## src/rtl/brsq_pkg.sv

```systemverilog
package brsq_pkg;

  // Squash convention selected at build time
  typedef enum logic {
    BRSQ_SPECULATE  = 1'b0,
    BRSQ_DELAY_SLOT = 1'b1
  } brsq_mode_e;

  // Per-register kill request
  typedef struct packed {
    logic ifid;
    logic idex;
  } brsq_kill_t;

endpackage

```

## src/rtl/brsq_resolve.sv

```systemverilog
module brsq_resolve #(
  parameter brsq_pkg::brsq_mode_e MODE = brsq_pkg::BRSQ_SPECULATE
) (
  input  logic                clk,
  input  logic                rst,
  input  logic                ex_valid,
  input  logic                ex_taken,
  input  logic                id_hold,
  output logic                redirect,
  output brsq_pkg::brsq_kill_t kill
);
  import brsq_pkg::*;

  // Only a live control instruction can steer fetch.
  assign redirect = ex_valid & ex_taken;

  generate
    if (MODE == BRSQ_SPECULATE) begin : g_spec
      // Both younger instructions are on the wrong path.
      always_comb begin
        kill.ifid = redirect;
        kill.idex = redirect;
      end


      spec_hold_kill_chk: assert property (@(posedge clk) disable iff (rst)
        (redirect && id_hold) |-> (kill.ifid && kill.idex));
    end else begin : g_dslot
      // The decode-stage instruction is the delay slot and must live.
      // During a hold the slot sits in IF/ID and the stall bubbles ID/EX.
      always_comb begin
        kill.ifid = redirect & ~id_hold;
        kill.idex = 1'b0;
      end


      dslot_hold_keep_chk: assert property (@(posedge clk) disable iff (rst)
        (ex_valid && ex_taken && id_hold) |-> !kill.ifid);
    end
  endgenerate

endmodule

```

## src/rtl/brsq_pc.sv

```systemverilog
module brsq_pc #(
  parameter int          AW       = 32,
  parameter int          PC_STEP  = 4,
  parameter logic [AW-1:0] RESET_PC = '0
) (
  input  logic          clk,
  input  logic          rst,
  input  logic          redirect,
  input  logic          hold,
  input  logic [AW-1:0] target,
  output logic [AW-1:0] pc_q
);
  localparam logic [AW-1:0] STEP_V = AW'(PC_STEP);

  always_ff @(posedge clk) begin
    if (rst)           pc_q <= RESET_PC;
    else if (redirect) pc_q <= target;
    else if (!hold)    pc_q <= pc_q + STEP_V;
  end


  redirect_load_chk: assert property (@(posedge clk) disable iff (rst)
    redirect |=> (pc_q == $past(target)));


  hold_freeze_chk: assert property (@(posedge clk) disable iff (rst)
    (!redirect && hold) |=> $stable(pc_q));


  seq_step_chk: assert property (@(posedge clk) disable iff (rst)
    (!redirect && !hold) |=> (pc_q == $past(pc_q) + STEP_V));

endmodule

```

## src/rtl/brsq_ctrl.sv

```systemverilog
module brsq_ctrl #(
  parameter int                   AW       = 32,
  parameter int                   PC_STEP  = 4,
  parameter logic [AW-1:0]        RESET_PC = '0,
  parameter brsq_pkg::brsq_mode_e MODE     = brsq_pkg::BRSQ_SPECULATE
) (
  input  logic          clk,
  input  logic          rst,
  input  logic          ex_ctl_valid,
  input  logic          ex_ctl_taken,
  input  logic [AW-1:0] ex_ctl_target,
  input  logic          id_hold,
  output logic [AW-1:0] fetch_pc,
  output logic          ifid_flush,
  output logic          idex_flush
);
  import brsq_pkg::*;

  logic       redirect;
  brsq_kill_t kill;

  brsq_resolve #(.MODE(MODE)) u_resolve (
    .clk      (clk),
    .rst      (rst),
    .ex_valid (ex_ctl_valid),
    .ex_taken (ex_ctl_taken),
    .id_hold  (id_hold),
    .redirect (redirect),
    .kill     (kill)
  );

  brsq_pc #(.AW(AW), .PC_STEP(PC_STEP), .RESET_PC(RESET_PC)) u_pc (
    .clk      (clk),
    .rst      (rst),
    .redirect (redirect),
    .hold     (id_hold),
    .target   (ex_ctl_target),
    .pc_q     (fetch_pc)
  );

  assign ifid_flush = kill.ifid;
  assign idex_flush = kill.idex;


  flush_needs_taken_chk: assert property (@(posedge clk) disable iff (rst)
    (ifid_flush || idex_flush) |-> (ex_ctl_valid && ex_ctl_taken));


  not_taken_quiet_chk: assert property (@(posedge clk) disable iff (rst)
    (ex_ctl_valid && !ex_ctl_taken) |-> (!ifid_flush && !idex_flush));

  generate
    if (MODE == BRSQ_SPECULATE) begin : g_chk_spec

      spec_pair_chk: assert property (@(posedge clk) disable iff (rst)
        (ex_ctl_valid && ex_ctl_taken) |-> (ifid_flush && idex_flush));
    end else begin : g_chk_dslot

      dslot_no_idex_chk: assert property (@(posedge clk) disable iff (rst)
        !(idex_flush && ex_ctl_valid));
    end
  endgenerate

endmodule

```

## config.mk

```make
export PLATFORM = sky130hd
export DESIGN_NAME = brsq_ctrl
export DESIGN_NICKNAME = d
export VERILOG_FILES = /design/src/rtl/brsq_pkg.sv /design/src/rtl/brsq_resolve.sv /design/src/rtl/brsq_pc.sv /design/src/rtl/brsq_ctrl.sv
export SDC_FILE = /design/constraint.sdc
export NUM_CORES = 1
export LEC_CHECK = 0
export CAP_MARGIN = 30
export CORE_UTILIZATION = 40
export DETAILED_ROUTE_END_ITERATION = 8
export PLACE_DENSITY = 0.84
export RECOVER_POWER = 50
export SYNTH_ARGS = -nofsm -noshare
export SYNTH_HDL_FRONTEND = slang
export SYNTH_SLANG_ARGS = --single-unit
```

## constraint.sdc

```tcl
create_clock -name clk -period 2.6 [get_ports clk]
set_input_delay 0.52 -clock clk [delete_from_list [all_inputs] [get_ports clk]]
set_output_delay 0.52 -clock clk [all_outputs]
set_load 0.02 [all_outputs]
```

==> flow_summary_export.csv <==
group,metric,value,unit
sta,min_period,2.412,ns
synth,synth_top_cell_by_area,"dfxtp_1",
synth,synth_seq_cells,32,
sta,max_freq,414.6,MHz
synth,synth_async_sr_flop_share,0,%
placement,place_hpwl,3.652,mm
sta,whs,0.4510,ns
detailed_routing,remaining_drc_errors,0,
floorplan,core,4414,um2
worst_setup_path,rr_worst_depth,4,
worst_setup_path,crit_required,2.08,ns
detailed_routing,first_pass_iters,4,
power_and_ir_drop,combPwrFrac,20.4,%
floorplan,die_area,4908,um2
power_and_ir_drop,vdd_ir_drop_max,0.3055,mV
power_and_ir_drop,swShare,27.44,%
detailed_routing,route.antenna.remaining_nets,0,
sta,rsz0062_at_grt,"false",
grt,grt_max_degree,59,
layout,postLayoutCellArea,2713,um2
power_and_ir_drop,seq_power_share,43.7,%
clock_tree,cts_resized,0,
sta,setup_viol,0,
floorplan,io_pins,71,
placement,dpl_cell_area,2608,um2
clock_tree,cts-root-buf,"clkbuf_8",
synth,syn_avg_cell_area,7.819,um2
layout,drive_gt1_share,7.190,%
worst_setup_path,crit_path_start_kind,"primary input",
run_status,status,"finished, final reports clean",
synth,netlist_top_cells_count,"32 x dfxtp_1, 20 x nand2_1, 20 x o21ai_0",
layout,areaGrowthSynthToFinish,46.39,%
worst_setup_path,path_max_fanout,6,
clock_tree,clkTransAtPathRegs,0.07,ns
detailed_routing,wl_per_cell,14.95,um
layout,top_register,"u_pc.pc_q",
grt,grt_pass1_vias,1886,
worst_setup_path,r2r-start,"u_pc.pc_q[10]",
grt,grt_overflow,0,
min_path,min_path_type,"flip-flop to flip-flop",
clock_tree,post_cts_buffers,0,
synth,synth_area_leaders,"dfxtp_1 35%, o21ai_0 5.4%, a211oi_1 5.3%",
synth,syn_area,1853,um2
min_path,hold_path_depth,2,
detailed_routing,dr.first_iter.drc_count,405,
worst_setup_path,max_stage_delay,0.65,ns
worst_setup_path,cp_slowest_cell,"clkdlybuf4s50_1",
clock_tree,cts_tree,"done",
floorplan,die_h,70.06,um
layout,reg_top3,"u_pc.pc_q (32)",
clock_tree,hold_buffers,0,
synth,synthCells,237,
sta,fin_skew,0.006916,ns
detailed_routing,finalWirelength,5.353,mm
layout,diodes,0,
layout,largest_reg_flops,32,
sta,hold_viol_final,0,
floorplan,start_util,41.98,%
power_and_ir_drop,intPower,0.9522,mW
detailed_routing,via_count,2070,
synth,synth_edf_count,0,
power_and_ir_drop,p_switching,0.3601,mW
synth,synth_ff_type,"dfxtp_1",
synth,yosysMostFrequentCell,"dfxtp_1",
worst_setup_path,crit_family,"buffers and inverters",
worst_setup_path,end_kind,"output pin",
worst_setup_path,cpMostUsedCell,"clkdlybuf4s50_1",
clock_tree,clkLatencyLatePin,0.29,ns
power_and_ir_drop,powerDensity,483.8,nW/um2
power_and_ir_drop,p_clk_share,35.9,%
sta,fin_ws,0.1880,ns
sta,slew_violations,0,
synth,synth_nets,275,
grt,antenna_found_initial,0,
clock_tree,h-tree-depth,2,
placement,gp_congestion,0.8819,
run,maxCapViolations,0,
grt,grt_pass1_wl,8.887,mm
sta,min_period_over_period,92.77,%
worst_setup_path,arrival,1.89,ns
sta,relSlewSlack,32.47,%
worst_setup_path,crit_buf_inv,3,
sta,tightest_slew,1.013,ns
synth,ys_types,42,
synth,yosys_warnings,0,
placement,place_ws,0.1729,ns
min_path,hp-start,"u_pc.pc_q[0]",
placement,port_buffers,70,
worst_setup_path,regToRegEndpoint,"u_pc.pc_q[21]",
layout,final_util,61.45,%
grt,grtUsageTotal,22.25,%
clock_tree,clock_path_buffers,2,
worst_setup_path,crit_start,"ex_ctl_valid",
floorplan,die_w,70.06,um
worst_setup_path,critPathKind,"primary input to output pin",
synth,yosysSeqAreaShare,34.57,%
sta,tns,0,ns
synth,synth_top_area_share,34.57,%
floorplan,num_rows,24,
layout,fin_nets,343,
worst_setup_path,worst-r2r-setup-slack,0.57,ns
detailed_routing,vias_per_cell,5.782,
clock_tree,numCtsBuffers,5,
worst_setup_path,crit_chain,"clkdlybuf4s50_1 > nand2_1 > inv_1 > clkdlybuf4s50_1",
power_and_ir_drop,p_leak,0.9319,nW
clock_tree,cts_sinks,32,
min_path,min_to,"u_pc.pc_q[0]",
==> power by group through the flow <==
stage / sequential [mW] / combinational, mW / clock (mW)
floorplan: 0.613 / 0.0969 / 0
global route: 0.580 / 0.288 / 0.502
detailed placement: 0.584 / 0.275 / 0
global placement: 0.584 / 0.272 / 0
finish: 0.574 / 0.268 / 0.471
CTS: 0.574 / 0.277 / 0.476
==> cell usage in the layout, fill, tap and decap left out, drive strengths merged, types with 7 or more instances in the layout <==
cell / instances
dlygate4sd3: 19
clkbuf: 7
o21ai: 20
nor4: 14
buf: 8
dfxtp: 32
nand4: 11
nor3: 18
nand2: 20
clkdlybuf4s50: 51
xnor2: 8
a211oi: 13
nand3: 12
and4: 8
nor2: 16
==> worst reg2reg max path: cells and delay by family, from the launching register on <==
| kind | cells | cell delay (ns) |
|---|---|---|
| and+or+nand+nor | 3 | 1.23 |
| DFF | 1 | 0.48 |
| AOI/OAI and AO/OA | 1 | 0.24 |
==> kinds of logic after synthesis <==
| logic type | synth area share (%) |
|---|---|
| buf+inv | 5.267 |
| fa+ha+maj | 0.6751 |
| simple gates | 34.91 |
| compound gates | 19.78 |
| xor+xnor | 4.254 |
| flops | 34.57 |
| mux | 0.5402 |
==> cell type report <==
cell class	count	area (um2)
clock buffers	6	72.57
well taps	52	65.06
repair buffers	79	765.7
clock inverters	2	35.03
inverters	5	18.77
fillers	398	1702
flip-flops and latches	32	640.6
multi-input cells	182	1115
==> per-layer routing <==
layer	up-vias	global-route usage [%]	part of all wire [%]
li1	1036	-	-
met1	952	29.90	45
met2	74	35.26	47
met3	8	5.483	6.6
met4	0	6.444	1.4
met5	-	0	0
==> worst max-delay path by stage <==
stage	end	slack, ns	cells after the start
after floorplan	u_pc.pc_q[21]	0.53	5
after global placement	ifid_flush	0.19	4
after detailed placement	u_pc.pc_q[22]	0.17	6
after CTS	idex_flush	0.18	4
after global routing	idex_flush	0.1	4
final	idex_flush	0.19	4
==> stage by stage <==
stage | total power, mW | cells
after detailed placement | 0.8593 | 350
after floorplan | 0.7095 | 237
after global placement | 0.8558 | 350
after global routing | 1.370 | 358
after CTS | 1.328 | 358
final | 1.312 | 358
Power figures use the tool's default switching activity.
